## src/rtl/fill_pkg.sv

```systemverilog
package fill_pkg;
  typedef enum logic [1:0] {
    ST_INV = 2'd0,
    ST_SHR = 2'd1,
    ST_EXC = 2'd2,
    ST_MOD = 2'd3
  } coh_state_e;
endpackage

```

## src/rtl/fill_delay_line.sv

```systemverilog
module fill_delay_line #(
  parameter int AW    = 26,
  parameter int IW    = 3,
  parameter int DEPTH = 5
) (
  input  logic          clk_i,
  input  logic          rst_ni,
  input  logic          vld_i,
  input  logic [AW-1:0] addr_i,
  input  logic [IW-1:0] idx_i,
  output logic          vld_o,
  output logic [AW-1:0] addr_o,
  output logic [IW-1:0] idx_o
);
  typedef struct packed {
    logic          vld;
    logic [AW-1:0] addr;
    logic [IW-1:0] idx;
  } stage_t;

  stage_t pipe_q [DEPTH];

  for (genvar k = 0; k < DEPTH; k++) begin : g_stage
    if (k == 0) begin : g_head
      always_ff @(posedge clk_i or negedge rst_ni) begin
        if (!rst_ni) pipe_q[k] <= '0;
        else         pipe_q[k] <= '{vld: vld_i, addr: addr_i, idx: idx_i};
      end
    end else begin : g_body
      always_ff @(posedge clk_i or negedge rst_ni) begin
        if (!rst_ni) pipe_q[k] <= '0;
        else         pipe_q[k] <= pipe_q[k-1];
      end
    end
  end

  assign vld_o  = pipe_q[DEPTH-1].vld;
  assign addr_o = pipe_q[DEPTH-1].addr;
  assign idx_o  = pipe_q[DEPTH-1].idx;
endmodule

```

## src/rtl/fill_state_calc.sv

```systemverilog
module fill_state_calc
  import fill_pkg::*;
#(
  parameter int N_L1 = 4,
  parameter int AW   = 26
) (
  input  logic                     fill_vld_i,
  input  logic [AW-1:0]            fill_addr_i,
  input  logic [N_L1-1:0]          mshr_vld_i,
  input  logic [N_L1-1:0]          mshr_wr_i,
  input  logic [N_L1-1:0][AW-1:0]  mshr_addr_i,
  input  logic [N_L1-1:0]          held_i,
  output logic [N_L1-1:0]          ins_o,
  output coh_state_e [N_L1-1:0]    state_o
);
  localparam int CW = $clog2(N_L1 + 1);

  logic [N_L1-1:0] match;
  logic [CW-1:0]   n_wait;

  for (genvar i = 0; i < N_L1; i++) begin : g_match
    assign match[i] = fill_vld_i & mshr_vld_i[i] & ~held_i[i] &
                      (mshr_addr_i[i] == fill_addr_i);
  end

  always_comb begin
    n_wait = '0;
    for (int i = 0; i < N_L1; i++) n_wait = n_wait + CW'(match[i]);
  end

  for (genvar i = 0; i < N_L1; i++) begin : g_state
    always_comb begin
      if (!match[i])                  state_o[i] = ST_INV;
      else if (mshr_wr_i[i])          state_o[i] = ST_MOD;
      else if (n_wait == CW'(1))      state_o[i] = ST_EXC;
      else                            state_o[i] = ST_SHR;
    end
  end

  assign ins_o = match;
endmodule

```

## src/rtl/unstall_timer.sv

```systemverilog
module unstall_timer #(
  parameter int DLY = 5
) (
  input  logic clk_i,
  input  logic rst_ni,
  input  logic load_i,
  output logic busy_o,
  output logic expire_o
);
  localparam int CNT_W = $clog2(DLY + 1);

  logic [CNT_W-1:0] cnt_q;

  always_ff @(posedge clk_i or negedge rst_ni) begin
    if (!rst_ni)            cnt_q <= '0;
    else if (load_i)        cnt_q <= CNT_W'(DLY);
    else if (cnt_q != '0)   cnt_q <= cnt_q - CNT_W'(1);
  end

  assign busy_o   = (cnt_q != '0);
  assign expire_o = (cnt_q == CNT_W'(1));
endmodule

```

## src/rtl/fill_seq.sv

```systemverilog
module fill_seq
  import fill_pkg::*;
#(
  parameter int N_L1        = 4,
  parameter int AW          = 26,
  parameter int IW          = 3,
  parameter int FILL_DLY    = 5,
  parameter int UNSTALL_DLY = 5
) (
  input  logic                     clk_i,
  input  logic                     rst_ni,
  input  logic                     mem_done_i,
  input  logic [AW-1:0]            mem_addr_i,
  input  logic [IW-1:0]            mem_mshr_i,
  input  logic [N_L1-1:0]          l1_mshr_vld_i,
  input  logic [N_L1-1:0]          l1_mshr_wr_i,
  input  logic [N_L1-1:0][AW-1:0]  l1_mshr_addr_i,
  input  logic [N_L1-1:0]          l1_evict_vld_i,
  input  logic [N_L1-1:0]          l1_evict_mod_i,
  input  logic [N_L1-1:0][AW-1:0]  l1_evict_addr_i,
  input  logic [N_L1-1:0]          l1_evict_in_l2_i,
  output logic                     l2_ins_o,
  output logic [AW-1:0]            l2_ins_addr_o,
  output logic [N_L1-1:0]          l1_ins_o,
  output logic [N_L1-1:0][1:0]     l1_ins_state_o,
  output logic [AW-1:0]            l1_ins_addr_o,
  output logic [N_L1-1:0]          wb_o,
  output logic [N_L1-1:0][AW-1:0]  wb_addr_o,
  output logic                     mshr_free_o,
  output logic [IW-1:0]            mshr_free_idx_o,
  output logic [N_L1-1:0]          unstall_o
);
  logic                    fill_vld;
  logic [AW-1:0]           fill_addr;
  logic [IW-1:0]           fill_idx;
  logic [N_L1-1:0]         held;
  logic [N_L1-1:0]         ins;
  coh_state_e [N_L1-1:0]   state;

  fill_delay_line #(.AW(AW), .IW(IW), .DEPTH(FILL_DLY)) u_dly (
    .clk_i  (clk_i),
    .rst_ni (rst_ni),
    .vld_i  (mem_done_i),
    .addr_i (mem_addr_i),
    .idx_i  (mem_mshr_i),
    .vld_o  (fill_vld),
    .addr_o (fill_addr),
    .idx_o  (fill_idx)
  );

  fill_state_calc #(.N_L1(N_L1), .AW(AW)) u_calc (
    .fill_vld_i  (fill_vld),
    .fill_addr_i (fill_addr),
    .mshr_vld_i  (l1_mshr_vld_i),
    .mshr_wr_i   (l1_mshr_wr_i),
    .mshr_addr_i (l1_mshr_addr_i),
    .held_i      (held),
    .ins_o       (ins),
    .state_o     (state)
  );

  for (genvar i = 0; i < N_L1; i++) begin : g_lane
    unstall_timer #(.DLY(UNSTALL_DLY)) u_tmr (
      .clk_i    (clk_i),
      .rst_ni   (rst_ni),
      .load_i   (ins[i]),
      .busy_o   (held[i]),
      .expire_o (unstall_o[i])
    );
    // L2 victims never reach this path; only L1 victims resident in L2 are reported
    assign wb_o[i]           = ins[i] & l1_evict_vld_i[i] & l1_evict_mod_i[i] & l1_evict_in_l2_i[i];
    assign wb_addr_o[i]      = l1_evict_addr_i[i];
    assign l1_ins_state_o[i] = state[i];
  end

  // logical order within the fill cycle: L2 insert, L1 inserts, entry release
  assign l2_ins_o        = fill_vld;
  assign l2_ins_addr_o   = fill_addr;
  assign l1_ins_o        = ins;
  assign l1_ins_addr_o   = fill_addr;
  assign mshr_free_o     = fill_vld;
  assign mshr_free_idx_o = fill_idx;
endmodule

```

## config.mk

```make
export PLATFORM = sky130hd
export DESIGN_NAME = fill_seq
export DESIGN_NICKNAME = d
export VERILOG_FILES = /design/src/rtl/fill_pkg.sv /design/src/rtl/fill_delay_line.sv /design/src/rtl/fill_state_calc.sv /design/src/rtl/unstall_timer.sv /design/src/rtl/fill_seq.sv
export SDC_FILE = /design/constraint.sdc
export NUM_CORES = 1
export LEC_CHECK = 0
export BUFFER_PORTS_ARGS = -buffer_cell sky130_fd_sc_hd__buf_4
export CAP_MARGIN = 10
export CORE_AREA = 4 4 171 173
export CTS_CLUSTER_DIAMETER = 120
export DETAILED_ROUTE_END_ITERATION = 6
export DIE_AREA = 0 0 175 177
export SLEW_MARGIN = 20
export SYNTH_ARGS = -nofsm -noshare
export SYNTH_HDL_FRONTEND = slang
export SYNTH_SLANG_ARGS = --single-unit
```

## constraint.sdc

```tcl
create_clock -name clk_i -period 5.98 [get_ports clk_i]
set_input_delay 1.196 -clock clk_i [delete_from_list [all_inputs] [get_ports clk_i]]
set_output_delay 1.196 -clock clk_i [all_outputs]
set_load 0.01 [all_outputs]
```

After elaboration in Yosys (flattened, before gate mapping). Cells that the tools add are included.

Flip-flop bits (word level): 162. Input bits: 260. Output and inout port bits: 181. Logic and storage cells: 88.

$add $sub $neg: 7. Equality and inequality tests: 9. Multiplexer cells: 17. Bitwise logic cells: 28. Reduce and logical (&&, ||, !) cells: 8.

Operators with widths (count): $eq 26x26->1 (4); $and 1x1->1 (24); $mux 3 (8); $mux 2 (9); $eq 3x1->1 const B (5); $reduce_bool 3->1 (4); $sub 3x1->3 const B (4); $reduce_bool 2->1 (4); $add 3x1->3 (2); $not 1->1 (4); $add 1x1->2 (1).

Depth between registers and ports, before layout.
Word-level depth: 11. Mapped depth: 12. Mapped depth without buffers: 12.

By module. Synthesis repeated with hierarchy kept, for this count alone.

Cells, all modules: 560. Area total of the unflattened synthesis: 7110.6 um2.

By module, submodules not included: fill_delay_line (instances 1, cells an instance 179, area an instance 3971.3 um2, seq. area each 3753.6 um2); fill_state_calc (instances 1, cells an instance 174, area an instance 1300.0 um2, seq. area each 0.0 um2); fill_seq (instances 1, cells an instance 135, area an instance 1018.5 um2, seq. area each 0.0 um2); unstall_timer (instances 4, cells an instance 18, area an instance 205.2 um2, seq. area each 75.1 um2).

Worst setup path before layout. No wires, ideal clock.

Path kind: in2out. From: input port l1_mshr_addr_i[31] in the netlist's numbering. To: output port l1_ins_state_o[1] in the netlist's numbering. Arrival: 3.711 ns. Data required time: 4.784 ns. Slack: 1.073 ns. Stages on the path: 9. Buffers on the path: 0. Cells stage by stage: xor2_1 or4_4 nor4_4 ha_1 fa_1 ha_1 nor2_1 and2_1 o21a_1.

RTL lines: start: declaration (RTL line fill_seq.sv:17) `input logic [N_L1-1:0][AW-1:0] l1_mshr_addr_i,`; end: declaration (RTL line fill_seq.sv:25) `output logic [N_L1-1:0][1:0] l1_ins_state_o,`.

==> summary.txt <==
Post-detail-place hpwl -> 16000 um
Final WL -> 19700 um
Clock transition at the registers of the reported paths -> 0.07 ns
Clk buf depth -> 2
Fin crit share -> 90.9%
Die width -> 175 um
Mapped Cells -> 552
Fin Setup TNS -> 0 ns
Via density -> 3.87
Synth Area per Inst -> 13.0 um2
DRC -> 0
Crit end category -> output port
CTS H-tree lvls -> 4
Worst Slack Setup Final -> 0.544 ns
Synth area leader -> dfrtp_1
Drt wl/cell -> 19.0 um
Final Hold Viols -> 0
Max VDD drop -> 0.160 mV
Clk pwr share -> 42.9%
CTS Buf Count -> 17
Dpl cells -> 1003
Final nets -> 919
Synth Register Bits -> 162
CP Class -> in -> out
CTS tree -> done
Share of layout cells above drive strength 1 -> 43.4%
Final setup vio count -> 0
Fillers -> 2828
Core area -> 27600 um2
Detailed Routing Iterations Pass 1 -> 4
Place WS -> 0.518 ns
Maxcap violations -> 0
Vias -> 4008
Initial antenna violation count -> 0
Post-route ant nets -> 0
Die height -> 177 um
Outcome -> finished clean
Grt total ovfl -> 0
Sw Ratio -> 25.6%
I/O pin count -> 441
Postcts setup bufs -> 0
Hold buffer count at CTS -> 0
Lkg Pwr -> 0.00420 uW
Final Skew -> 0.0209 ns
Crit path max fanout -> 8
Number of diodes -> 0
Crit path launch type -> input pin
Clk sinks -> 162
Synth warn -> 0
Initial drt markers -> 144
Number of instances resized during post-cts repair -> 0
Gpl congestion -> 0.774
Reg power frac -> 48.1%
Post-synth cell types -> 24
Slew at the pin closest to its max-slew limit -> 0.785 ns
Area added between synthesis and finish -> 22.5%
Global-route wire length before repair -> 28300 um
Fin crit period -> 5.44 ns
Root buf cell -> clkbuf_16
Post-synthesis sequential area ratio -> 56.7%
Row cnt -> 61
Mapped Area -> 7150 um2
Largest net degree at the start of global routing -> 69
Initial core utilization -> 25.9%
Pwr dens -> 281 nW/um2
Top cells by area, synth -> dfrtp_1 57%, buf_4 18%, xor2_1 8.8%
RSZ-0062 raised after global routing -> no
Total Die Area -> 31000 um2
Total Power -> 2470 uW
Combinational Power Share -> 9.0%
WP data arrival -> 4.24 ns
Gr usage total -> 12.7%
Clk_lat worst skew -> 0.42 ns
Layout Cells excl Fill -> 1035
Max-slew headroom -> 47.7%
Required time of the critical path -> 4.78 ns
Class of the worst hold path -> reg -> reg
Port bufs -> 232
Peak Freq -> 184 MHz
Switching pwr -> 632 uW
P_int -> 1830 uW
Number of global-route vias before repair -> 4405
Slew Limit Fails -> 0
Syn_nets -> 827
Top-area cell type share of the netlist area -> 56.7%
==> worst max-delay path, cell delays in order <==
cell,delay [ns]
buf_4,0.11
xor2_1,0.13
nor4_1,0.48
buf_4,0.21
nand4_1,0.14
nor4_4,0.16
buf_4,0.21
ha_1,0.26
fa_1,0.42
ha_1,0.28
nor2_1,0.14
and2_1,0.24
o21a_1,0.14
buf_4,0.11
==> cell usage in the layout, fill, tap and decap left out, types with 7 or more instances in the layout <==
| cell | count |
|---|---|
| buf_4 | 240 |
| dfrtp_1 | 162 |
| xor2_1 | 72 |
| xnor2_1 | 36 |
| clkbuf_16 | 17 |
| ha_1 | 14 |
| nor2_1 | 13 |
| nand4_1 | 12 |
| nor4_1 | 12 |
| inv_1 | 8 |
| o21a_1 | 8 |
| inv_8 | 7 |
==> power groups by stage <==
stage | Combinational [uW] | Sequential [uW] | Clock [uW]
final | 222 | 1190 | 1060
after global routing | 245 | 1190 | 1150
after CTS | 229 | 1190 | 1100
after detailed placement | 228 | 1210 | 0
after global placement | 226 | 1210 | 0
after floorplan | 166 | 1190 | 0
==> synthesized netlist by cell type <==
library cell and instances:
nand3_1 4, xor2_1 72, a21oi_1 4, ha_1 14, nor2_1 13, fa_1 1
nor4_4 4, and2b_1 4, buf_4 168, nor3_1 4, dfrtp_1 162, nand2_1 1
xnor2_1 36, inv_1 8, o21a_1 8, and2_1 1, nor2b_1 4, nand2b_1 4
and4_1 4, nor2b_4 4, or4_4 4, a211o_1 4, nor4_1 12, nand4_1 12
==> final cells by class <==
type / instances / area, um2 / share of cell area [%]
multi-input cells: 214 / 1810 / 20.6
repair buffers: 241 / 1810 / 20.7
clock inverters: 15 / 161 / 1.84
flip-flops and latches: 162 / 4050 / 46.3
inverters: 8 / 30.0 / 0.343
clock buffers: 17 / 425 / 4.86
well taps: 378 / 473 / 5.40
==> sequential cells by signal, indices dropped and copies added, names as in the netlist <==
| signal | flops |
|---|---|
| g_lane.u_tmr.cnt_q | 12 |
| u_dly.addr_o | 26 |
| u_dly.idx_o | 3 |
| u_dly.pipe_q | 120 |
| u_dly.vld_o | 1 |
==> final timing paths <==
path,startpoint,end,slack (ns),depth (start not counted)
worst max-delay path,l1_mshr_addr_i[45],l1_ins_state_o[5],0.54,14
max in group asynchronous,rst_ni,u_dly.addr_o[13],4.09,2
worst min register to register,u_dly.pipe_q[112],u_dly.pipe_q[82],0.34,0
worst max register to register,u_dly.addr_o[18],g_lane[3].u_tmr.cnt_q[1],3.41,5
worst min-delay path,u_dly.pipe_q[112],u_dly.pipe_q[82],0.34,0
min in group asynchronous,rst_ni,u_dly.addr_o[17],0.71,1
==> cells by family (layout without fill, tap and decap cells) <==
family / after synthesis / in the layout / share of synthesized area [%]
flops: 162 / 162 / 56.7
simple gates: 75 / 75 / 7.68
xor+xnor: 108 / 108 / 13.2
fa+ha+maj: 15 / 15 / 2.73
buf+inv: 176 / 281 / 18.1
compound gates: 16 / 16 / 1.61
==> per-layer routing <==
metal	share of wire [%]	vias to the layer above	routed length, um	GRT usage [%]
met5	0	-	0	0
met4	4.7	0	921	6.61
met1	37	1911	7360	13.9
li1	-	1792	-	-
met2	48	233	9470	21.0
met3	10	72	1970	5.55
==> metrics by stage <==
stage | utilization, % | hold slack (ns) | instance area, um2
final | 31.7 | 0.344 | 8760
after global routing | 31.7 | 0.339 | 8760
after CTS | 31.7 | 0.341 | 8760
after detailed placement | 29.6 | 0.335 | 8180
after global placement | 29.6 | 0.331 | 8180
after floorplan | - | 0.331 | 7150
(Power assumes the default switching activity.)
